[config.mk]
export PLATFORM = sky130hd
export DESIGN_NAME = noise_bank
export DESIGN_NICKNAME = d
export VERILOG_FILES = /design/src/rtl/noise_pkg.sv /design/src/rtl/lfsr_core.sv /design/src/rtl/level_sched.sv /design/src/rtl/level_gate.sv /design/src/rtl/noise_bank.sv
export SDC_FILE = /design/constraint.sdc
export NUM_CORES = 1
export LEC_CHECK = 0
export ABC_AREA = 1
export ABC_CLOCK_PERIOD_IN_PS = 6100
export BUFFER_PORTS_ARGS = -buffer_cell sky130_fd_sc_hd__buf_2
export CORE_MARGIN = 4
export CORE_UTILIZATION = 40
export DETAILED_ROUTE_END_ITERATION = 7
export GPL_ROUTABILITY_DRIVEN = 0
export PLACE_DENSITY = 0.7
export SLEW_MARGIN = 20
export SYNTH_ARGS = -nofsm -noshare
export SYNTH_HDL_FRONTEND = slang
export SYNTH_SLANG_ARGS = --single-unit
[constraint.sdc]
create_clock -name clk -period 6.1 [get_ports clk]
set_input_delay 0.915 -clock clk [delete_from_list [all_inputs] [get_ports clk]]
set_output_delay 0.915 -clock clk [all_outputs]
set_load 0.05 [all_outputs]
[src/rtl/noise_pkg.sv]
package noise_pkg;

  // Stage index used by a stream: (k + offset) folded into the register length.
  function automatic int stage_index(input int k, input int offset, input int width);
    return (k + offset) % width;
  endfunction

  // Effective decrement period: zero behaves as one.
  function automatic int unsigned eff_period(input int unsigned p);
    return (p == 0) ? 1 : p;
  endfunction

endpackage

[src/rtl/lfsr_core.sv]
module lfsr_core #(
  parameter int          WIDTH = 31,
  parameter int          FB_A  = 30,
  parameter int          FB_B  = 27,
  parameter logic [30:0] SEED  = 31'h1
) (
  input  logic             clk,
  input  logic             rst_n,
  input  logic             en,
  output logic [WIDTH-1:0] state
);

  logic [WIDTH-1:0] state_q;
  logic [WIDTH-1:0] state_d;

  always_comb begin
    state_d = {state_q[WIDTH-2:0], state_q[FB_A] ^ state_q[FB_B]};
  end

  always_ff @(posedge clk or negedge rst_n) begin
    if (!rst_n) begin
      state_q <= WIDTH'(SEED);
    end else if (en) begin
      state_q <= state_d;
    end
  end

  assign state = state_q;

endmodule

[src/rtl/level_sched.sv]
module level_sched #(
  parameter int LVL_W = 4,
  parameter int PER_W = 16
) (
  input  logic             clk,
  input  logic             rst_n,
  input  logic             load,
  input  logic [LVL_W-1:0] start_lvl,
  input  logic [PER_W-1:0] period,
  output logic [LVL_W-1:0] level
);

  logic [LVL_W-1:0] lvl_q, lvl_d;
  logic [PER_W-1:0] div_q, div_d;
  logic [PER_W-1:0] per_eff;
  logic             interval_done;
  logic             upd_en;

  always_comb begin
    per_eff       = (period == '0) ? PER_W'(1) : period;
    interval_done = (div_q >= per_eff - PER_W'(1));
    upd_en        = load | (lvl_q != '0);
    lvl_d         = lvl_q;
    div_d         = div_q;
    if (load) begin
      lvl_d = start_lvl;
      div_d = '0;
    end else if (lvl_q != '0) begin
      if (interval_done) begin
        lvl_d = lvl_q - LVL_W'(1);
        div_d = '0;
      end else begin
        div_d = div_q + PER_W'(1);
      end
    end
  end

  always_ff @(posedge clk or negedge rst_n) begin
    if (!rst_n) begin
      lvl_q <= '0;
      div_q <= '0;
    end else if (upd_en) begin
      lvl_q <= lvl_d;
      div_q <= div_d;
    end
  end

  assign level = lvl_q;

endmodule

[src/rtl/level_gate.sv]
module level_gate #(
  parameter int LVL_W = 4,
  parameter int VAL_W = LVL_W + 1
) (
  input  logic             noise_bit,
  input  logic [LVL_W-1:0] lvl,
  output logic [VAL_W-1:0] val
);

  logic [LVL_W-1:0] br_a;
  logic [LVL_W-1:0] br_b;

  // Each weight has a pair of branches: gated off -> (1,0) cancels,
  // gated on -> both carry the noise bit.
  for (genvar i = 0; i < LVL_W; i++) begin : g_pair
    assign br_a[i] = lvl[i] ? noise_bit : 1'b1;
    assign br_b[i] = lvl[i] ? noise_bit : 1'b0;
  end

  always_comb begin
    val = '0;
    for (int i = 0; i < LVL_W; i++) begin
      if (br_a[i] & br_b[i]) begin
        val = val + (VAL_W'(1) << i);
      end else if (!br_a[i] & !br_b[i]) begin
        val = val - (VAL_W'(1) << i);
      end
    end
  end

endmodule

[src/rtl/noise_bank.sv]
module noise_bank #(
  parameter int          NUM_OUT     = 17,
  parameter int          LFSR_W      = 31,
  parameter int          FB_A        = 30,
  parameter int          FB_B        = 27,
  parameter int          PARTNER_OFS = 13,
  parameter logic [30:0] SEED        = 31'h1,
  parameter int          LVL_W       = 4,
  parameter int          PER_W       = 16,
  localparam int         VAL_W       = LVL_W + 1
) (
  input  logic                     clk,
  input  logic                     rst_n,
  input  logic                     step_start,
  input  logic [LVL_W-1:0]         start_level,
  input  logic [PER_W-1:0]         decay_period,
  output logic [LVL_W-1:0]         level,
  output logic [NUM_OUT-1:0]       noise_bits,
  output logic [NUM_OUT*VAL_W-1:0] noise_vals
);

  import noise_pkg::*;

  logic [1:0]               rst_pipe;
  logic                     rst_sn;
  logic [LFSR_W-1:0]        lfsr_q;
  logic [LVL_W-1:0]         level_cur;
  logic [NUM_OUT-1:0]       tap_bits;
  logic [NUM_OUT*VAL_W-1:0] gate_vals;
  logic [NUM_OUT-1:0]       bits_q, bits_d;
  logic [NUM_OUT*VAL_W-1:0] vals_q, vals_d;

  // Asynchronous assert, synchronous release.
  always_ff @(posedge clk or negedge rst_n) begin
    if (!rst_n) begin
      rst_pipe <= '0;
    end else begin
      rst_pipe <= {rst_pipe[0], 1'b1};
    end
  end
  assign rst_sn = rst_pipe[1];

  lfsr_core #(
    .WIDTH (LFSR_W),
    .FB_A  (FB_A),
    .FB_B  (FB_B),
    .SEED  (SEED)
  ) u_lfsr (
    .clk   (clk),
    .rst_n (rst_sn),
    .en    (1'b1),
    .state (lfsr_q)
  );

  level_sched #(
    .LVL_W (LVL_W),
    .PER_W (PER_W)
  ) u_sched (
    .clk       (clk),
    .rst_n     (rst_sn),
    .load      (step_start),
    .start_lvl (start_level),
    .period    (decay_period),
    .level     (level_cur)
  );

  for (genvar k = 0; k < NUM_OUT; k++) begin : g_stream
    localparam int TA = stage_index(k, 0, LFSR_W);
    localparam int TB = stage_index(k, PARTNER_OFS, LFSR_W);

    assign tap_bits[k] = lfsr_q[TA] ^ lfsr_q[TB];

    level_gate #(
      .LVL_W (LVL_W),
      .VAL_W (VAL_W)
    ) u_gate (
      .noise_bit (tap_bits[k]),
      .lvl       (level_cur),
      .val       (gate_vals[k*VAL_W +: VAL_W])
    );
  end

  always_comb begin
    bits_d = tap_bits;
    vals_d = gate_vals;
  end

  always_ff @(posedge clk or negedge rst_sn) begin
    if (!rst_sn) begin
      bits_q <= '0;
      vals_q <= '0;
    end else begin
      bits_q <= bits_d;
      vals_q <= vals_d;
    end
  end

  assign level      = level_cur;
  assign noise_bits = bits_q;
  assign noise_vals = vals_q;

endmodule

Yosys cells after proc, flatten, opt, wreduce, memory -nomap -nowiden
Index checks and enable logic that the tools add are counted.
- bitwise operators: 155
- add/sub/neg operators: 105
- reductions and logical operators: 142
- order comparisons: 1
- mux-type cells: 279
- operator list (kind ; count):
    5-bit two-way mux ; 136
    1-bit bitwise AND ; 136
    1-bit logical NOT ; 136
    1-bit two-way mux ; 136
    5-bit by 2-bit adder with 5-bit output, second input constant ; 17
    5-bit by 3-bit adder with 5-bit output, second input constant ; 17
    5-bit by 4-bit adder with 5-bit output, second input constant ; 17
    5-bit by 2-bit subtractor with 5-bit output, second input constant ; 17
    5-bit by 3-bit subtractor with 5-bit output, second input constant ; 17
    5-bit by 4-bit subtractor with 5-bit output, second input constant ; 17
    16-bit two-way mux ; 4
    1-bit bitwise XOR ; 18
    16-bit by 1-bit adder with 16-bit output, second input constant ; 1
    16-bit greater-or-equal comparator ; 1
    16-bit logical NOT ; 1
    16-bit by 1-bit subtractor with 16-bit output, second input constant ; 1
    4-bit two-way mux ; 3
    2-bit nonzero test ; 2
    4-bit nonzero test ; 1
    4-bit by 1-bit subtractor with 4-bit output, second input constant ; 1
    3-bit AND reduction ; 1
    2-bit AND reduction ; 1
    1-bit bitwise OR ; 1
- output and inout port bits: 106
- word-level logic and storage cells: 688
- bits of input ports: 23
- register bits after elaboration: 155

Depth between registers and ports, before layout
- depth in word-level cells: 15
- gate-level depth with buffers: 23

Cells and area by module
From an unflattened synthesis, not the netlist that was laid out.
- cells, all modules: 974
- area, all modules: 7957.6 um^2
- modules (own cells, without submodules) (module ; instances ; cells each ; area each (um^2) ; seq. area each (um^2)):
    noise_bank ; 1 ; 186 ; 2910.3 ; 2602.5
    level_sched ; 1 ; 282 ; 1941.9 ; 500.5
    level_gate ; 17 ; 21 ; 101.3 ; 0.0
    lfsr_core ; 1 ; 149 ; 1382.6 ; 777.0

Least setup slack after synthesis
Ideal clock, no wire load.
- path type: input -> register
- start point: input port decay_period[13]
- end point: register u_sched.div_q[6]
- library setup time: 0.119 ns
- buffers on the path: 1
- stages: 21
- setup slack: 2.677 ns
- required time: 5.981 ns
- arrival time: 3.304 ns
- path through: or2_0 > nor3_1 > nand2_1 > nand2_1 > inv_2 > ha_1 > nand3_1 > nor2_1 > nand4_1 > nor3_1 > xnor2_1 > ha_1 > nand2_1 > inv_1 > nand3_1 > nor3_1 > nand2_1 > nand2_1 > buf_2 > nand2_1 > and2_1
- cells in the longest elaborated chain, start to end: 7
- RTL lines (what ; line ; text):
    start, declared ; noise_bank.sv:16 ; input logic [PER_W-1:0] decay_period,
    16-bit logical NOT ; level_sched.sv:20 ; per_eff = (period == '0) ? PER_W'(1) : period;
    16-bit two-way mux * ; level_sched.sv:20 ;
    16-bit by 1-bit subtractor with 16-bit output * ; level_sched.sv:21 ; interval_done = (div_q >= per_eff - PER_W'(1));
    16-bit greater-or-equal comparator * ; level_sched.sv:21 ;
    16-bit two-way mux * ; level_sched.sv:29 ; if (interval_done) begin
    16-bit two-way mux * ; level_sched.sv:28 ; end else if (lvl_q != '0) begin
    16-bit two-way mux * ; level_sched.sv:25 ; if (load) begin
    end signal, assigned ; level_sched.sv:44 ; div_q <= div_d;
    end, declared ; level_sched.sv:14 ; logic [PER_W-1:0] div_q, div_d;
Every way passes the cells marked *; elsewhere a longest branch is shown, timed or not. The select of a mux whose other input is x is not followed.
A chain may end at the register's enable or synchronous reset.

Final worst setup path
- start point: input port decay_period[2]
- end point: register u_sched.div_q[6]
Same word-level chain as after synthesis.

==> flow_summary.json <==
{
  "place_area_um2": 7120,
  "route.detailed.drc": 0,
  "slew_headroom_pct": 43.0,
  "ir_worst_vdd_mv": 0.303,
  "drtIter0Drc": 188,
  "hpwl_um": 9330,
  "switching_share_pct": 42.9,
  "slew_viol_final": 0,
  "fin_tns_setup_ns": 0,
  "arrival_ns": 4.12,
  "start_kind": "primary input",
  "ys.flop_type": "dfrtp_1",
  "clk_latency_ns": 0.41,
  "cts_root_buf": "clkbuf_16",
  "grt_antenna_before_repair": 0,
  "hold_buffers": 0,
  "run_status": "finished clean",
  "die_area_um2": 18000,
  "synth_most_common_cell": "dfrtp_1",
  "synth.avg_cell_area_um2": 10.4,
  "synth_top_cell_by_area": "dfrtp_1",
  "numPortBuffers": 128,
  "yosys_warnings": 0,
  "worstSetupEndpointType": "flop",
  "syn2layout_area_growth_pct": 22.2,
  "max_freq_ghz": 0.262,
  "dr.pass1.iters": 4,
  "viasPerCell": 4.54,
  "synth_area_um2": 6350,
  "yosys-top-cells-count": "dfrtp_1, nand2_1, inv_1",
  "synthTopCellsByArea": "dfrtp_1, nand2_1, xor2_1, ha_1, inv_1",
  "internal_power_mw": 2.20,
  "crit_type": "primary input to flop",
  "crit_fanout": 20,
  "cts_made_buffers": 17,
  "ys_seq_elements": 155,
  "die_w_um": 134,
  "final_util_pct": 50.5,
  "avgRoutedWirePerCell_um": 13.8,
  "cts_tree": "done",
  "clk_pin_slew_ns": 0.06,
  "p_comb_share_pct": 36.7,
  "postCtsSetupBuffers": 0,
  "stdcell_count": 954,
  "dp_slack_ns": 1.84,
  "synth_nets": 656,
  "grt_max_degree": 86,
  "tightest_slew_ns": 0.856,
  "initial_core_util_pct": 41.3,
  "synth_edf_count": 0,
  "leakagePower_nw": 4.04,
  "finalWirelength_um": 13200,
  "power.total_mw": 3.85,
  "rows": 45,
  "final_area_um2": 7760,
  "clkSinkCount": 155,
  "ant_nets": 0,
  "finalWorstSetupSlack_ns": 2.28,
  "p_clk_share_pct": 28.0,
  "hp-class": "primary input to asynchronous set/reset pin",
  "p_per_area_nw_per_um2": 496,
  "drive_gt1_share_pct": 26.0,
  "setup_viol": 0,
  "track_usage_pct": 14.6,
  "syn-instance-count": 613,
  "die_h_um": 134,
  "p_sw_mw": 1.65,
  "cts.path.max_buffers": 2,
  "maxCapViolCount": 0,
  "first_global_vias": 4018,
  "io_pins": 129,
  "finalCritPeriodShare_pct": 62.6,
  "placedCellCount": 921,
  "ys_async_sr_fraction_pct": 100,
  "p_seq_share_pct": 35.3,
  "hold_slack_ns": 0.286,
  "required_ns": 6.40,
  "rsz0062_at_grt": "false",
  "finalHoldViolCount": 0,
  "cts-resized-gates": 0,
  "ys_seq_area_share_pct": 61.1,
  "grt_first_pass_wirelength_um": 20600,
  "coreArea_um2": 15400,
  "antennaDiodeCount": 0,
  "htreeDepth": 4,
  "synth_top_area_share_pct": 60.7,
  "vias": 4332,
  "fin_crit_ns": 3.82,
  "final_nets": 773,
  "synth.distinct_cells": 39,
  "overflow": 0,
  "fin_skew_ns": 0.00929
}
## power by group through the flow
| stage | Clock [mW] | Sequential, mW | Combinational [mW] |
|---|---|---|---|
| 6_report | 1.08 | 1.36 | 1.41 |
| 5_1_grt | 1.15 | 1.39 | 1.48 |
| 4_1_cts | 1.10 | 1.37 | 1.42 |
| 3_5_place_dp | 0 | 1.39 | 1.41 |
| 3_3_place_gp | 0 | 1.39 | 1.40 |
| 2_1_floorplan | 0 | 2.14 | 0.333 |
## cells in the final DEF, fill, tap and decap left out, types with 3 or more instances in the layout
cell / n
a21oi_1: 23
buf_2: 128
bufinv_16: 3
clkbuf_16: 17
clkinvlp_4: 5
dfrtp_1: 153
ha_1: 20
inv_1: 61
inv_2: 7
inv_6: 3
nand2_1: 115
nand2_2: 3
nand3_1: 22
nand4_1: 7
nor2_1: 45
nor2_2: 5
nor2_4: 3
nor3_1: 4
o21ai_0: 13
o22ai_1: 17
or2_2: 9
xnor2_1: 17
xor2_1: 37
## area by class of cell
type | count | area [um^2]
Fill cell | 1398 | 7610
Sequential cell | 155 | 3880
Multi-Input combinational cell | 357 | 2060
Timing Repair Buffer | 130 | 676
Clock buffer | 20 | 457
Tap cell | 211 | 264
Inverter | 69 | 259
Clock inverter | 12 | 163
## final timing paths
check	start	end	slack, ns	cells after the start
worst max-delay path	decay_period[2]	u_sched.div_q[6]$_DFFE_PN0P_	2.28	22
worst min-delay path	rst_n	rst_pipe[1]$_DFF_PN0_	0.29	1
worst max register to register	u_sched.level[0]$_DFFE_PN0P_	u_sched.level[3]$_DFFE_PN0P_	3.74	9
worst min register to register	rst_pipe[1]$_DFF_PN0_	noise_bits[1]$_DFF_PN0_	0.29	0
max in group asynchronous	rst_pipe[1]$_DFF_PN0_	noise_vals[0]$_DFF_PN0_	4.33	2
min in group clk	rst_pipe[0]$_DFF_PN0_	rst_pipe[1]$_DFF_PN0_	0.35	0
## state kept, by name (all words and copies together) (netlist names)
register / flops
noise_vals: 85
u_lfsr.state: 31
noise_bits: 17
u_sched.div_q: 16
u_sched.level: 4
rst_pipe: 2
## per-layer routing
metal	vias to the layer above	track usage [%]	routed length, um	part of all wire, %
met2	121	24.1	6210	47
met4	0	3.96	97	0.74
li1	2157	-	-	-
met3	9	3.34	737	5.6
met1	2045	19.5	6120	46
met5	-	0	0	0
## critical path, stage by stage
cell and delay [ns]:
buf_2 0.11, inv_1 0.07, nand2_1 0.10, nor3_1 0.06, nand2_1 0.16, nand2_1 0.09, inv_2 0.08, ha_1 0.18
nand3_1 0.14, nor2_1 0.19, nand4_1 0.16, nor3_1 0.21, xnor2_1 0.11, ha_1 0.27, nand2_1 0.04, inv_1 0.06
nand3_1 0.08, nor3_1 0.13, nand2_1 0.10, nand2_1 0.50, nand2_1 0.17, and2_1 0.18
## cells by family after synthesis
family                     synth area share, %
DFF                                       61.1
adders and majority gates                 3.94
buffers and inverters                     6.48
AOI/OAI and AO/OA                         5.26
and+or+nand+nor                           15.8
xor gates and xnor gates                  7.44
other                                   0.0590
No activity file was read; power rests on OpenSTA's default activity.
